===== src/rtl/ldr_status_pkg.sv =====
package ldr_status_pkg;

    localparam logic [7:0] CMD_READ_STAT  = 8'h70;
    localparam logic [7:0] CMD_CLEAR_STAT = 8'h50;

    localparam logic [1:0] ID_NONE     = 2'b00;
    localparam logic [1:0] ID_MISMATCH = 2'b01;
    localparam logic [1:0] ID_RESERVED = 2'b10;
    localparam logic [1:0] ID_OK       = 2'b11;

    typedef struct packed {
        logic       dl_done;
        logic       rsv6;
        logic       rsv5;
        logic       cks_ok;
        logic [1:0] id_code;
        logic       rx_to;
        logic       rsv0;
    } stat_t;

    typedef enum logic [1:0] {
        RP_IDLE = 2'd0,
        RP_PRIM = 2'd1,
        RP_SEC  = 2'd2
    } reply_st_t;

endpackage


===== src/rtl/ldr_flag_reg.sv =====
module ldr_flag_reg
    import ldr_status_pkg::*;
(
    input  logic       clk,
    input  logic       por_n,
    input  logic       clr,
    input  logic       dl_set,
    input  logic       cks_stb,
    input  logic       cks_match,
    input  logic       id_stb,
    input  logic [1:0] id_in,
    input  logic       to_set,
    output stat_t      stat
);

    stat_t stat_d, stat_q;

    always_comb begin
        stat_d = stat_q;
        if (clr) begin
            stat_d = '0;
        end
        if (dl_set) begin
            stat_d.dl_done = 1'b1;
        end
        if (cks_stb) begin
            stat_d.cks_ok = cks_match;
        end
        if (id_stb && (id_in != ID_RESERVED)) begin
            stat_d.id_code = id_in;
        end
        if (to_set) begin
            stat_d.rx_to = 1'b1;
        end
        stat_d.rsv6 = 1'b0;
        stat_d.rsv5 = 1'b0;
        stat_d.rsv0 = 1'b0;
    end

    always_ff @(posedge clk or negedge por_n) begin
        if (!por_n) begin
            stat_q <= '0;
        end else begin
            stat_q <= stat_d;
        end
    end

    assign stat = stat_q;

    assert_reserved_zero_R10: assert property (@(posedge clk) disable iff (!por_n)
        (stat_q.rsv6 == 1'b0) && (stat_q.rsv5 == 1'b0) && (stat_q.rsv0 == 1'b0));

    assert_id_not_reserved_R7: assert property (@(posedge clk) disable iff (!por_n)
        stat_q.id_code != ID_RESERVED);

    assert_clear_zero_R3: assert property (@(posedge clk) disable iff (!por_n)
        clr && !dl_set && !cks_stb && !id_stb && !to_set |=> stat_q == '0);

    assert_set_wins_R11: assert property (@(posedge clk) disable iff (!por_n)
        clr && dl_set |=> stat_q.dl_done);

    assert_timeout_flag_R8: assert property (@(posedge clk) disable iff (!por_n)
        to_set |=> stat_q.rx_to);

endmodule


===== src/rtl/ldr_rx_timer.sv =====
module ldr_rx_timer #(
    parameter int TIMEOUT_CYC = 1000
) (
    input  logic clk,
    input  logic rst_n,
    input  logic rx_start,
    input  logic rx_byte,
    input  logic rx_done,
    output logic active,
    output logic expired
);

    localparam int CNT_W = (TIMEOUT_CYC > 2) ? $clog2(TIMEOUT_CYC) : 1;
    localparam logic [CNT_W-1:0] LIMIT = CNT_W'(TIMEOUT_CYC - 1);

    typedef struct packed {
        logic             active;
        logic             fire;
        logic [CNT_W-1:0] cnt;
    } tmr_t;

    tmr_t tmr_d, tmr_q;

    always_comb begin
        tmr_d      = tmr_q;
        tmr_d.fire = 1'b0;
        if (!tmr_q.active) begin
            if (rx_start) begin
                tmr_d.active = 1'b1;
                tmr_d.cnt    = '0;
            end
        end else if (rx_done) begin
            tmr_d.active = 1'b0;
            tmr_d.cnt    = '0;
        end else if (rx_byte || rx_start) begin
            tmr_d.cnt = '0;
        end else if (tmr_q.cnt == LIMIT) begin
            tmr_d.fire   = 1'b1;
            tmr_d.active = 1'b0;
            tmr_d.cnt    = '0;
        end else begin
            tmr_d.cnt = tmr_q.cnt + 1'b1;
        end
    end

    always_ff @(posedge clk or negedge rst_n) begin
        if (!rst_n) begin
            tmr_q <= '0;
        end else begin
            tmr_q <= tmr_d;
        end
    end

    assign active  = tmr_q.active;
    assign expired = tmr_q.fire;

    assert_expiry_ends_rx_R8: assert property (@(posedge clk) disable iff (!rst_n)
        tmr_q.fire |-> !tmr_q.active);

    assert_done_no_expiry_R8: assert property (@(posedge clk) disable iff (!rst_n)
        tmr_q.active && rx_done |=> !tmr_q.fire && !tmr_q.active);

    assert_byte_restarts_R8: assert property (@(posedge clk) disable iff (!rst_n)
        tmr_q.active && rx_byte && !rx_done |=> tmr_q.active && !tmr_q.fire);

endmodule


===== src/rtl/ldr_reply_seq.sv =====
module ldr_reply_seq
    import ldr_status_pkg::*;
(
    input  logic       clk,
    input  logic       rst_n,
    input  logic       cmd_valid,
    input  logic [7:0] cmd_byte,
    input  logic       cmd_needs_id,
    input  logic       id_verified,
    input  logic [7:0] prim_in,
    input  logic [7:0] sec_in,
    input  logic       out_ready,
    output logic       out_valid,
    output logic [7:0] out_data,
    output logic       busy,
    output logic       clr_req,
    output logic       reject
);

    typedef struct packed {
        reply_st_t  st;
        logic [7:0] prim;
        logic [7:0] sec;
        logic       rej;
    } seq_t;

    seq_t seq_d, seq_q;
    logic accept, denied, exec;

    always_comb begin
        accept  = cmd_valid && (seq_q.st == RP_IDLE);
        denied  = accept && cmd_needs_id && !id_verified;
        exec    = accept && !denied;
        clr_req = exec && (cmd_byte == CMD_CLEAR_STAT);

        seq_d     = seq_q;
        seq_d.rej = denied;
        unique case (seq_q.st)
            RP_IDLE: begin
                if (exec && (cmd_byte == CMD_READ_STAT)) begin
                    seq_d.st   = RP_PRIM;
                    seq_d.prim = prim_in;
                    seq_d.sec  = sec_in;
                end
            end
            RP_PRIM: begin
                if (out_ready) seq_d.st = RP_SEC;
            end
            RP_SEC: begin
                if (out_ready) seq_d.st = RP_IDLE;
            end
            default: seq_d.st = RP_IDLE;
        endcase
    end

    always_ff @(posedge clk or negedge rst_n) begin
        if (!rst_n) begin
            seq_q <= '0;
        end else begin
            seq_q <= seq_d;
        end
    end

    assign out_valid = (seq_q.st != RP_IDLE);
    assign out_data  = (seq_q.st == RP_SEC) ? seq_q.sec : seq_q.prim;
    assign busy      = out_valid;
    assign reject    = seq_q.rej;

    assert_hold_while_stalled_R1: assert property (@(posedge clk) disable iff (!rst_n)
        out_valid && !out_ready |=> out_valid && $stable(out_data));

    assert_prim_then_sec_R1: assert property (@(posedge clk) disable iff (!rst_n)
        (seq_q.st == RP_PRIM) && out_ready |=> (seq_q.st == RP_SEC));

    assert_busy_ignores_R2: assert property (@(posedge clk) disable iff (!rst_n)
        busy && cmd_valid |=> !reject);

    assert_reject_blocks_R9: assert property (@(posedge clk) disable iff (!rst_n)
        denied |=> reject && (seq_q.st == RP_IDLE));

endmodule


===== src/rtl/ldr_status_unit.sv =====
module ldr_status_unit
    import ldr_status_pkg::*;
#(
    parameter int TIMEOUT_CYC = 1000
) (
    input  logic       clk,
    input  logic       por_n,
    input  logic       rst_n,
    input  logic       cmd_valid,
    input  logic [7:0] cmd_byte,
    input  logic       cmd_needs_id,
    output logic       cmd_busy,
    output logic       cmd_reject,
    input  logic [7:0] prim_status,
    output logic       out_valid,
    input  logic       out_ready,
    output logic [7:0] out_data,
    input  logic       dl_done,
    input  logic       cks_stb,
    input  logic       cks_match,
    input  logic       id_stb,
    input  logic [1:0] id_code,
    input  logic       rx_start,
    input  logic       rx_byte,
    input  logic       rx_done,
    output logic       rx_active,
    output logic       rx_discard,
    output logic       cmd_wait,
    output logic [7:0] status_byte
);

    logic  sys_rst_n;
    logic  clr_req;
    stat_t stat;

    assign sys_rst_n = rst_n & por_n;

    ldr_flag_reg u_flags (
        .clk       (clk),
        .por_n     (por_n),
        .clr       (clr_req),
        .dl_set    (dl_done),
        .cks_stb   (cks_stb),
        .cks_match (cks_match),
        .id_stb    (id_stb),
        .id_in     (id_code),
        .to_set    (rx_discard),
        .stat      (stat)
    );

    ldr_rx_timer #(
        .TIMEOUT_CYC (TIMEOUT_CYC)
    ) u_timer (
        .clk      (clk),
        .rst_n    (sys_rst_n),
        .rx_start (rx_start),
        .rx_byte  (rx_byte),
        .rx_done  (rx_done),
        .active   (rx_active),
        .expired  (rx_discard)
    );

    ldr_reply_seq u_reply (
        .clk          (clk),
        .rst_n        (sys_rst_n),
        .cmd_valid    (cmd_valid),
        .cmd_byte     (cmd_byte),
        .cmd_needs_id (cmd_needs_id),
        .id_verified  (stat.id_code == ID_OK),
        .prim_in      (prim_status),
        .sec_in       (stat),
        .out_ready    (out_ready),
        .out_valid    (out_valid),
        .out_data     (out_data),
        .busy         (cmd_busy),
        .clr_req      (clr_req),
        .reject       (cmd_reject)
    );

    assign status_byte = stat;
    assign cmd_wait    = !cmd_busy && !rx_active;

endmodule


===== config.mk =====
export PLATFORM = sky130hd
export DESIGN_NAME = ldr_status_unit
export DESIGN_NICKNAME = d
export VERILOG_FILES = /design/src/rtl/ldr_status_pkg.sv /design/src/rtl/ldr_flag_reg.sv /design/src/rtl/ldr_rx_timer.sv /design/src/rtl/ldr_reply_seq.sv /design/src/rtl/ldr_status_unit.sv
export SDC_FILE = /design/constraint.sdc
export NUM_CORES = 1
export LEC_CHECK = 0
export ABC_AREA = 1
export CORE_ASPECT_RATIO = 1.25
export CORE_UTILIZATION = 44
export CTS_BUF_LIST = sky130_fd_sc_hd__clkbuf_4 sky130_fd_sc_hd__clkbuf_8 sky130_fd_sc_hd__clkbuf_16
export DETAILED_ROUTE_END_ITERATION = 8
export PLACE_DENSITY = 0.74
export RECOVER_POWER = 100
export SLEW_MARGIN = 20
export SYNTH_ARGS = -nofsm -noshare
export SYNTH_HDL_FRONTEND = slang
export SYNTH_HIERARCHICAL = 1
export SYNTH_SLANG_ARGS = --single-unit

===== constraint.sdc =====
create_clock -name clk -period 2.58 [get_ports clk]
set_clock_uncertainty 0.2 [all_clocks]
set_input_delay 0.774 -clock clk [delete_from_list [all_inputs] [get_ports clk]]
set_output_delay 0.774 -clock clk [all_outputs]
set_load 0.03 [all_outputs]

==> results of run 1 <==
repair_timing:
item / 4_1_cts / 5_1_grt
endpoints found under the hold margin: 0 / 0
resized for setup: 12 / 12
setup endpoints to repair: 11 / 8
worst paths after layout:
| kind | to | startpoint | slack [ns] |
|---|---|---|---|
| hold reg to reg | u_flags/stat[1] | u_timer/expired | 0.27 |
| max in group asynchronous | u_reply/seq_q[17] | por_n | 0.49 |
| setup / recovery | rx_active | u_timer/active | 0.07 |
| min in group asynchronous | u_flags/stat[7] | por_n | 0.59 |
| hold / removal | u_flags/stat[1] | u_timer/expired | 0.27 |
| setup reg to reg | u_reply/seq_q[2] | u_reply/seq_q[17] | 0.73 |
cell usage after synthesis (2+ instances only):
cell type,instances
nand2_1,86
dfrtp_1,36
nand3_1,24
inv_1,18
nor2_1,11
nor2_2,9
nand2_2,8
a21oi_1,6
buf_4,4
nor2_4,4
buf_6,3
nor2_8,3
o21ai_2,3
a21o_1,2
inv_2,2
nand2_4,2
nand4_1,2
nor3_1,2
o21ai_0,2
xor2_1,2
cells by family after synthesis:
| group | share of synthesized area, % |
|---|---|
| other | 0.190 |
| buffers and inverters | 7.59 |
| flip-flops | 45.6 |
| AND/OR/NAND/NOR | 40.1 |
| adder cells (fa/ha/maj) | 0.633 |
| AO/OA/AOI/OAI | 5.06 |
| XOR/XNOR | 0.886 |
stage by stage:
stage                     worst slack (ns)  instances  power [mW]  area [µm²]
after floorplan                      0.420        243       0.728        1980
after global placement              0.0910        346       0.828        2530
after detailed placement            0.0584        346       0.832        2530
after CTS                           0.0111        354        1.25        2610
after global routing                0.0250        354        1.28        2540
final                               0.0719        354        1.22        2540
layer usage:
metal	track usage, %	wire length [µm]	up-vias
met5	0	0	-
met4	8.67	110	0
met3	5.40	166	11
met2	34.3	2200	39
met1	24.7	1820	739
li1	-	-	863
cells in the final DEF (no fill, tap or decap), types with 3 or more instances in the layout:
cell type and n:
nand2_2 6, nor2_2 9, nor2_4 4, dlygate4sd2_1 4, dlygate4sd3_1 11, clkinv_2 3, clkbuf_8 6, inv_1 19
nand2_1 89, a21oi_1 6, nor2_8 3, nor2_1 11, clkdlybuf4s50_1 27, dfrtp_1 36, conb_1 3, clkbuf_2 7
nand3_1 25, o21ai_0 3
state kept, by name, indices dropped and copies added (netlist names):
register / count
u_reply/seq_q: 18
u_timer/tmr_q: 10
u_flags/stat: 5
u_reply/reject: 1
u_timer/active: 1
u_timer/expired: 1
layout make-up:
cell class | count | area, µm²
Fill cell | 380 | 1660
Multi-Input combinational cell | 178 | 902
Sequential cell | 36 | 901
Timing Repair Buffer | 54 | 489
Inverter | 22 | 86.3
Clock buffer | 6 | 82.6
Tap cell | 56 | 70.1
Clock inverter | 2 | 10.0
power breakdown:
part	switching, mW	leakage [nW]	internal (mW)
registers	0.0162	0.484	0.579
logic	0.120	0.777	0.0831
clock network	0.209	0.0510	0.213
==> results_dict.tcl, run 1 <==
set metrics [dict create \
    status "complete, no violations" \
    cpMaxStageDelayCell "clkdlybuf4s50_1" \
    grt_pass1_wl_um 7380 \
    fin_crit_sh_pct 97.2 \
    synthCells 241 \
    period_needed_ns 2.51 \
    tritoncts "built" \
    cp-end-kind "primary output" \
    die_w_um 62.0 \
    ys.flop_type "dfrtp_1" \
    yosys-top-cells-area "dfrtp_1, nand2_1, nand3_1" \
    dp_hpwl_um 3290 \
    nets 329 \
    crit_type "flop to primary output" \
    clk_pin_slew_ns 0.07 \
    dr.first_iter.drc_count 71 \
    worst-path-buf-inv 1 \
    finalSetupViolCount 0 \
    via_per_inst 4.67 \
    pwr_density_cell_nw_per_um2 480 \
    max_freq_ghz 0.399 \
    cp_slowest_stage_delay_ns 0.73 \
    core_region_area_um2 4200 \
    finalSetupTns_ns 0 \
    wire_per_inst_um 12.1 \
    maxCapViolations 0 \
    critical-path-top-delay-family "buffers and inverters" \
    antenna_found_initial 0 \
    clk-insertion-delay-late_ns 0.29 \
    synth_top_area_share_pct 45.6 \
    portBuffers 49 \
    tightest_slew_ns 0.775 \
    whs_ns 0.266 \
    finalMaxSlewViolations 0 \
    grt_overflow 0 \
    start_util_pct 47.1 \
    crit_path_start_kind "flop" \
    cp.arrival_ns 1.53 \
    place_congestion 0.882 \
    num_vias 1652 \
    worst-endpoint-required_ns 1.61 \
    r2r_cells 7 \
    ys_seq_area_share_pct 45.6 \
    totalWireLength_um 4290 \
    leakage_nw 1.31 \
    cts_setup_buffers 0 \
    io_pins 53 \
    drive_above_1_share_pct 15.4 \
    num_rows 26 \
    drc 0 \
    ys_ff_latch 36 \
    finalHoldViolCount 0 \
    grt_usage_pct 20.8 \
    async_flop_share_pct 100 \
    syn_avg_cell_area_um2 8.20 \
    cts_buffers 5 \
    cts.htree.levels 2 \
    cts.root.buffer_cell "clkbuf_8" \
    slew_headroom_pct 48.3 \
    path_cells "clkdlybuf4s50_1" \
    n_antenna_cell 0 \
    post-route-util_pct 60.6 \
    vdd_drop_max_uv 376 \
    yosys.area.top_type "dfrtp_1" \
    holdBufCountCts 0 \
    clockBufferDepth 2 \
    min_path_type "flop to flop" \
    syn_to_final_growth_pct 28.5 \
    grt_pass1_vias 1633 \
    die_y_um 76.9 \
    grt_max_degree 32 \
    rsz0062_at_grt "false" \
    synth_edf_count 0 \
    holdPathStages 1 \
    die_area_um2 4770 \
    syn_area_um2 1980 \
    antenna_left 0 \
    yosys_warnings 6 \
    synth_cell_types 32 \
    clock_sinks 36 \
    cp.depth 1 \
    path_max_fanout 5 \
    dr.pass1.iters 4 \
]
(Power assumes the default switching activity.)
==> inputs of run 2 (changes only) <==
- CORE_UTILIZATION: 44 -> 52
- PLACE_DENSITY: 0.74 -> 0.85
==> results_dict.tcl, run 2 (same netlist as run 1, synthesis figures left out) <==
set metrics [dict create \
    routed.top_layer "met4" \
    maxCapViolations 0 \
    fin_crit_sh_pct 96.5 \
    final_cell_mix "nand2_1, dfrtp_1, clkdlybuf4s50_1" \
    syn_to_final_growth_pct 27.7 \
    grt_max_degree 32 \
    cts_buffers 5 \
    drc 6 \
    period_needed_ns 2.49 \
    via_per_inst 5.10 \
    rsz0062_at_grt "false" \
    clk_pin_slew_ns 0.07 \
    largest_reg_flops 18 \
    antenna_left 0 \
    cts.root.buffer_cell "clkbuf_8" \
    leakage_nw 1.31 \
    grt_pass1_wl_um 7500 \
    cp.arrival_ns 1.52 \
    die_y_um 70.9 \
    place_congestion 0.870 \
    io_pins 53 \
    violations "design-rule violations" \
    grt_usage_pct 24.6 \
    crit_path_start_kind "flop" \
    clockBufferDepth 2 \
    antenna_found_initial 0 \
    status "complete, but fails checks" \
    wire_per_inst_um 12.7 \
    crit_type "flop to primary output" \
    min_path_type "flop to flop" \
    wl_met1_um 1730 \
    clk-insertion-delay-late_ns 0.29 \
    regMostFlops "u_reply/seq_q" \
    die_w_um 57.2 \
    finalSetupViolCount 0 \
    cts.htree.levels 2 \
    totalWireLength_um 4300 \
    portBuffers 49 \
    num_vias 1728 \
    dp_hpwl_um 3280 \
    drive_above_1_share_pct 15.7 \
    max_freq_ghz 0.401 \
    met2WireLength_um 2280 \
    core_region_area_um2 3570 \
    ff2ff_setup_slack_ns 0.66 \
    finalMaxSlewViolations 0 \
    worst-endpoint-required_ns 1.61 \
    vdd_drop_max_uv 440 \
    nets 331 \
    grt_overflow 0 \
    die_area_um2 4050 \
    cp-end-kind "primary output" \
    finalHoldViolCount 0 \
    dr.first_iter.drc_count 72 \
    pwr_density_cell_nw_per_um2 482 \
    route.met3.wl_um 242 \
    dr.pass1.iters 6 \
    slew_headroom_pct 47.6 \
    path_max_fanout 3 \
    holdBufCountCts 0 \
    start_util_pct 55.3 \
    n_antenna_cell 0 \
    tritoncts "built" \
    tightest_slew_ns 0.786 \
    finalSetupTns_ns 0 \
    clock_sinks 36 \
    place_ws_ns 0.0242 \
    setup_ws_ns 0.0893 \
    num_rows 24 \
    layout_commonest_cell "nand2_1" \
    grt_pass1_vias 1710 \
]
run 2: metrics by stage:
step                hold slack (ns)  instances  utilization (%)  cell area (µm²)  total power, mW
floorplan                     0.242        243                -             1980            0.728
global placement              0.238        328             69.7             2490            0.822
detailed placement            0.251        328             69.7             2490            0.827
CTS                           0.268        339             72.5             2590             1.25
global route                  0.287        339             70.7             2520             1.27
finish                        0.266        339             70.7             2520             1.22
run 2: layout make-up:
type,instances,area (µm²)
well taps,39,48.8
fillers,297,1050
inverters,22,86.3
flip-flops and latches,36,901
repair buffers,56,502
multi-input cells,178,895
clock buffers,6,82.6
clock inverters,2,10.0
run 2: power breakdown:
group / internal [mW] / switching [mW]
registers: 0.579 / 0.0152
logic: 0.0852 / 0.119
clock network: 0.213 / 0.206
total: 0.878 / 0.341
run 2: critical path, cell delays in order, from the launching register on:
cell	delay, ns
dfrtp_1	0.42
inv_1	0.13
nand2_1	0.14
nor2_1	0.12
dlygate4sd2_1	0.40
run 2: final timing paths:
check / start / to / depth (start not counted)
max: u_reply/seq_q[17] / cmd_wait / 4
min: u_timer/expired / u_flags/stat[1] / 1
max reg2reg: u_reply/seq_q[17] / u_reply/seq_q[16] / 7
min reg2reg: u_timer/expired / u_flags/stat[1] / 1
max in group asynchronous: por_n / u_reply/seq_q[5] / 4
min in group asynchronous: por_n / u_flags/stat[4] / 1
run 2: routing by layer:
| layer | up-vias | global-route usage (%) |
|---|---|---|
| met2 | 46 | 44.1 |
| met5 | - | 0 |
| met1 | 808 | 27.6 |
| met3 | 6 | 7.13 |
| met4 | 0 | 8.67 |
| li1 | 868 | - |
run 2: repair_timing:
item	4_1_cts	5_1_grt
buffers inserted	3	0
setup endpoints to repair	11	8
gates resized for setup	11	11
